File: config.mk
export PLATFORM = sky130hd
export DESIGN_NAME = spi_burst_bridge
export DESIGN_NICKNAME = d
export VERILOG_FILES = /design/src/rtl/spi_burst_bridge.sv
export SDC_FILE = /design/constraint.sdc
export NUM_CORES = 1
export LEC_CHECK = 0
export ABC_CLOCK_PERIOD_IN_PS = 1800
export CORE_UTILIZATION = 46
export DETAILED_ROUTE_END_ITERATION = 12
export PLACE_DENSITY = 0.81
export SLEW_MARGIN = 25
export SYNTH_ARGS = -nofsm -noshare
export SYNTH_HDL_FRONTEND = slang
export SYNTH_SLANG_ARGS = --single-unit
File: constraint.sdc
create_clock -name clk -period 1.8 [get_ports clk]
set_clock_uncertainty 0.2 [all_clocks]
set_input_delay 0.54 -clock clk [delete_from_list [all_inputs] [get_ports clk]]
set_output_delay 0.54 -clock clk [all_outputs]
set_load 0.01 [all_outputs]
File: src/rtl/spi_burst_bridge.sv
module spi_burst_bridge #(
  parameter int DW = 8,
  parameter int AW = 3
) (
  input  logic          clk,
  input  logic          rst_n,
  input  logic          spi_sclk,
  input  logic          spi_cs_n,
  input  logic          spi_mosi,
  output logic          spi_miso,
  output logic          spi_miso_oe,
  output logic [AW-1:0] reg_addr,
  input  logic [DW-1:0] reg_rdata,
  output logic          reg_wr,
  output logic [DW-1:0] reg_wdata
);
  localparam int CW = $clog2(DW);

  logic [2:0]    sclk_q, cs_q;
  logic [1:0]    mosi_q;
  logic [CW-1:0] bit_cnt;
  logic [DW-1:0] rx, tx, wdata;
  logic [AW-1:0] ptr;
  logic          in_data, wdir, seen, step, load;

  always_ff @(posedge clk or negedge rst_n)
    if (!rst_n) begin
      sclk_q <= '0;
      cs_q   <= '1;
      mosi_q <= '0;
    end else begin
      sclk_q <= {sclk_q[1:0], spi_sclk};
      cs_q   <= {cs_q[1:0], spi_cs_n};
      mosi_q <= {mosi_q[0], spi_mosi};
    end

  wire sel       = ~cs_q[1];
  wire cs_fall   = cs_q[2] & ~cs_q[1];
  wire sclk_rise = sclk_q[1] & ~sclk_q[2];
  wire sclk_fall = ~sclk_q[1] & sclk_q[2];
  wire byte_done = sel & sclk_rise & (bit_cnt == CW'(DW-1));
  wire [DW-1:0] rx_byte = {rx[DW-2:0], mosi_q[1]};

  always_ff @(posedge clk or negedge rst_n)
    if (!rst_n) begin
      bit_cnt <= '0;
      rx      <= '0;
      tx      <= '0;
      wdata   <= '0;
      ptr     <= '0;
      in_data <= 1'b0;
      wdir    <= 1'b0;
      seen    <= 1'b0;
      step    <= 1'b0;
      load    <= 1'b0;
    end else begin
      step <= 1'b0;
      load <= 1'b0;
      if (!sel) begin
        bit_cnt <= '0;
        in_data <= 1'b0;
      end else if (sclk_rise) begin
        bit_cnt <= byte_done ? '0 : bit_cnt + 1'b1;
        rx      <= rx_byte;
      end
      if (cs_fall) load <= 1'b1;
      if (byte_done) begin
        if (!in_data) begin
          ptr     <= rx_byte[AW-1:0];
          wdir    <= rx_byte[DW-1];
          in_data <= 1'b1;
          seen    <= 1'b1;
          load    <= 1'b1;
        end else begin
          step  <= 1'b1;
          wdata <= rx_byte;
        end
      end
      if (step) begin
        ptr  <= ptr + 1'b1;
        load <= 1'b1;
      end
      if (load)
        tx <= seen ? reg_rdata : '0;
      else if (sel && sclk_fall && bit_cnt != '0)
        tx <= {tx[DW-2:0], 1'b0};
    end

  assign spi_miso    = tx[DW-1];
  assign spi_miso_oe = sel;
  assign reg_addr    = ptr;
  assign reg_wr      = step & wdir;
  assign reg_wdata   = wdata;
endmodule

---- After elaboration in Yosys (flattened, before gate mapping) ----
Cells that the tools add are included.
storage, ports and cells
  bits in registers ....................... 42
  bits in latches ......................... 0
  memory bits (writable) .................. 0
  ROM bits ................................ 0
  bits of input ports ..................... 13
  output and inout bits ................... 14
  logic and storage cells ................. 55
  memories ................................ 0
operators by class
  add/subtract/negate cells ............... 2
  multipliers ............................. 0
  div/mod/pow operators ................... 0
  magnitude comparators ................... 0
  equal/unequal tests ..................... 2
  shift operators ......................... 0
  muxes and demuxes ....................... 18
  bitwise logic cells ..................... 10
  reduce and logical (&&, ||, !) cells .... 10
operator list
  kind                 count
  $mux 8               3
  $mux 3               6
  $mux 1               9
  $reduce_and 2->1     4
  $add 3x1->3 const B  2
  $and 1x1->1          6
  $reduce_bool 2->1    3
  $not 1->1            4
  $eq 3x3->1 const B   1
  $reduce_bool 3->1    1
  $logic_and 1x1->1    2
  $ne 2x1->1 const B   1

---- Logic depth before layout (Yosys ltp) ----
  word-level depth ........................ 7
  mapped depth ............................ 6
  depth with buffers taken out ............ 5

---- Least setup slack after synthesis ----
OpenSTA, ideal clock, no wires.
  kind .................................... flip-flop to flip-flop
  start point ............................. reg bit_cnt[0]
  end point ............................... reg wdir
  setup time .............................. 0.125 ns
  arrival ................................. 1.624 ns
  data required time ...................... 1.475 ns
  path slack .............................. -0.149 ns
  stages on the path, launching flop included .. 7
  buffers on the path ..................... 1
  clock period less this slack ............ 1.949 ns
  cells stage by stage .................... dfrtp_1 -> ha_1 -> ha_1 -> nor4bb_4 -> buf_6 -> and2_2 -> mux2_2
on the way
  cells in the longest elaborated chain, start to end .. 3
ends and longest elaborated chain
  element                     line  RTL
  from (decl)                 21    logic [CW-1:0] bit_cnt;
  from (signal assigned)      63    bit_cnt <= byte_done ? '0 : bit_cnt + 1'b1;
  $eq 3x3->1                  41    wire byte_done = sel & sclk_rise & (bit_cnt == CW'(DW-1));
  $and 1x1->1                 41
  $reduce_and 2->1 (no line)  -
  to (signal assigned)        70    wdir <= rx_byte[DW-1];
  to (decl)                   24    logic in_data, wdir, seen, step, load;
No other way between the ends.
A chain may end at the register's enable or synchronous reset.

---- Worst setup path in the final report ----
  start point ............................. reg bit_cnt[1]
  end point ............................... reg wdata[0], in the netlist reg_wdata[0]
on the way
  cells in the longest elaborated chain, start to end .. 3
ends and longest elaborated chain
  element                     line  RTL
  $eq 3x3->1                  41
  $and 1x1->1                 41
  $reduce_and 2->1 (no line)  -
  to (signal assigned)        76    wdata <= rx_byte;
  to (decl)                   22    logic [DW-1:0] rx, tx, wdata;
No other way between the ends.

==> results.py <==
metrics = {
    "outcome": {
        "outcome": "finished, violations left",
        "violations": "negative setup slack",
    },
    "final_layout": {
        "num-nets-final": 208,
        "nFillCells": 280,
        "diodes": 0,
        "drive_gt1_frac": 0.3125,
        "multi_input_area_um2": 800.8,
        "area_growth_pct": 27.31,
        "ff_latch_area_um2": 1055,
    },
    "cts": {
        "htreeDepth": 2,
        "clock-sinks": 42,
        "clock_tree.root_cell": "clkbuf_8",
        "worstSkewPairLatency_ns": 0.29,
        "cts_buffer_depth": 2,
        "cts-buffers-inserted": 5,
        "cts_tree": "yes",
        "clk_pin_slew_worst_paths_ns": 0.08,
    },
    "floorplanning": {
        "dieArea_um2": 4353,
        "core_area_um2": 3799,
        "io_pins": 27,
        "rows": 22,
        "die_x_um": 65.98,
        "die_h_um": 65.98,
        "start_util": 0.4957,
    },
    "route": {
        "wirelength_um": 3494,
        "ant_nets": 0,
        "via_per_inst": 5.271,
        "first_pass_iters": 4,
        "drt_iter0_drc": 38,
        "dr_total_vias": 1265,
        "route.detailed.drc": 0,
        "avgRoutedWirePerCell_um": 14.56,
    },
    "worst_setup_path": {
        "r2r_end": "reg_wdata[0]",
        "worstRegToRegCells": 6,
        "cp.required_ns": 1.78,
        "cp.arrival_ns": 1.79,
        "slowest_delay_ns": 0.36,
        "reg2reg_from": "bit_cnt[1]",
        "worstPathMaxFanout": 8,
        "cp_slowest_cell": "dfrtp_1",
        "endpoint_kind": "flip-flop",
        "reg2reg_slack_ns": -0.01,
        "critical_path_class": "reg2reg",
        "crit_chain": "ha_2, ha_4, nor4bb_4, buf_6, nand2_4, mux2_4",
        "start_kind": "flip-flop",
    },
    "synthesis": {
        "seq_area_frac_synth": 0.5601,
        "synthCells": 146,
        "synth_area_um2": 1883,
        "syn_nets": 163,
        "ys.warnings.count": 0,
        "synth_cell_types": 32,
        "synth_seq_cells": 42,
        "avgSynthCellArea_um2": 12.90,
    },
    "hold_path": {
        "hold_class": "reg2reg",
        "holdPathStages": 0,
        "hold-path-endpoint": "mosi_q[1]",
        "min_from": "mosi_q[0]",
    },
    "placed_design": {
        "preCtsSetupSlack_ns": -0.04165,
        "finalWeightedCongestion": 0.7592,
        "io_buffers": 26,
        "dp_hpwl_um": 2534,
    },
    "global_routing": {
        "antenna_found_initial": 0,
        "grtUsageTotal": 0.1857,
        "grt_pass1_vias": 1339,
        "grt_pass1_wl_um": 6009,
        "grt_max_degree": 23,
        "grt_overflow": 0,
    },
    "pwr": {
        "ir_drop_mv": 0.4060,
        "powerDensity_nw_per_um2": 850.1,
        "cellLeakagePower_nw": 1.182,
    },
    "sta": {
        "grt_setup_unrepaired": "yes",
        "final-hold-violation-count": 0,
        "min_period_ns": 1.813,
        "fin_crit_sh": 1.007,
        "worst_slack_ns": -0.01277,
        "setup_viol": 8,
        "holdWs_ns": 0.1564,
        "finalSetupTns_ns": -0.08107,
        "drv_slew": 0,
        "worst_slew_pin_slew_ns": 0.4758,
        "max_slew_margin": 0.6828,
        "fmax_mhz": 551.6,
    },
    "run": {
        "cap_violations": 0,
    },
}
==> flip-flops by register name, indices dropped and copies added (netlist names) <==
name and cells:
bit_cnt 3, step 1, reg_addr 3, rx 7, seen 1, sclk_q 3
mosi_q 2, tx 8, load 1, in_data 1, wdir 1, reg_wdata 8
cs_q 3
==> per-stage QoR <==
step / cells / cell area (um2) / power (W) / utilization
2_1_floorplan: 146 / 1903 / 0.001313 / -
3_3_place_gp: 227 / 2277 / 0.001410 / 0.5995
3_5_place_dp: 227 / 2277 / 0.001436 / 0.5995
4_1_cts: 239 / 2394 / 0.002056 / 0.6301
5_1_grt: 240 / 2397 / 0.002153 / 0.6311
6_report: 240 / 2397 / 0.002038 / 0.6311
==> critical path: cells and delay by family, from the launching register on <==
family | cells | cell delay (ns)
flip-flops | 1 | 0.36
AND/OR/NAND/NOR | 2 | 0.32
adder cells (fa/ha/maj) | 2 | 0.31
multiplexers | 1 | 0.31
buffers and inverters | 1 | 0.20
==> final cells by class <==
class / count / area share
Clock buffer: 6 / 0.03445
Timing Repair Buffer: 43 / 0.1519
Sequential cell: 42 / 0.4400
Tap cell: 48 / 0.02505
Multi-Input combinational cell: 93 / 0.3340
Inverter: 6 / 0.009395
Clock inverter: 2 / 0.005219
==> metal layers <==
layer | routed length (um) | GRT usage | part of all wire | vias up
met2 | 1753 | 0.3253 | 0.50 | 28
met5 | 0 | 0 | 0 | -
li1 | - | - | - | 603
met3 | 109 | 0.03621 | 0.031 | 6
met4 | 34 | 0.06383 | 0.0097 | 0
met1 | 1597 | 0.2269 | 0.46 | 628
==> Yosys cell counts <==
master | n | area (um2)
dfstp_2 | 3 | 78.83
nor4bb_4 | 1 | 25.02
nand2b_1 | 8 | 50.05
nor2b_1 | 9 | 56.30
nand4b_1 | 1 | 8.760
a32oi_1 | 6 | 52.55
nand2_8 | 1 | 20.02
mux2i_1 | 3 | 30.03
mux2_2 | 8 | 90.09
dfrtp_1 | 39 | 975.9
nand2_1 | 3 | 11.26
a31oi_1 | 2 | 12.51
a21bo_2 | 2 | 20.02
o31a_1 | 2 | 17.52
or2_2 | 1 | 6.260
and3_1 | 2 | 12.51
xnor2_1 | 1 | 8.760
nor2_1 | 6 | 22.52
buf_2 | 1 | 5.000
ha_1 | 4 | 50.05
a21oi_1 | 2 | 10.01
clkbuf_1 | 3 | 11.26
nor3b_2 | 2 | 25.02
and2_2 | 1 | 7.510
and2_1 | 2 | 12.51
a211o_1 | 1 | 8.760
a31o_2 | 1 | 8.760
a21boi_0 | 2 | 15.01
buf_6 | 2 | 22.52
mux2_4 | 8 | 120.1
nand3_1 | 13 | 65.06
inv_1 | 6 | 22.52
==> worst max-delay path by stage <==
stage | from | to | slack, ns | cells past startpoint
floorplan | bit_cnt[0] | wdir | 0.002 | 6
global placement | cs_q[1] | spi_miso_oe | 0.01 | 2
detailed placement | bit_cnt[0] | reg_wdata[2] | -0.04 | 6
CTS | bit_cnt[0] | reg_wdata[7] | -0.01 | 6
global route | bit_cnt[0] | reg_wdata[1] | -0.11 | 6
finish | bit_cnt[1] | reg_wdata[0] | -0.01 | 6
==> what timing repair did <==
action / CTS / global route
hold buffers: 1 / 0
endpoints found under the setup margin: 23 / 18
gates resized for setup: 20 / 3
pin swaps: 1 / 2
setup buffers: 2 / 1
cloned: 1 / 0
endpoints found under the hold margin: 5 / 0
==> cell families after synthesis <==
logic type / after synthesis / synth area share
AO/OA/AOI/OAI: 18 / 0.07708
buffers and inverters: 12 / 0.03255
XOR/XNOR: 1 / 0.004652
multiplexers: 19 / 0.1276
adder cells (fa/ha/maj): 4 / 0.02658
flip-flops: 42 / 0.5601
AND/OR/NAND/NOR: 50 / 0.1714
==> where the power goes <==
group	switching, W	total [W]	internal (W)
logic	0.000126	0.000288	0.000162
clock network	0.000312	0.000620	0.000308
registers	0.0000710	0.00113	0.00106
total	0.000509	0.00204	0.00153
==> placed cells by master, fill, tap and decap left out, drive strengths merged, types with 4 or more instances in the layout <==
master and count:
nor2 6, clkbuf 6, nand2 5, mux2 16, nand2b 8, ha 4, clkdlybuf4s50 11, dlygate4sd2 12
buf 19, a32oi 6, nor2b 9, dfrtp 39, nand3 13, inv 6
(Power assumes the default switching activity.)
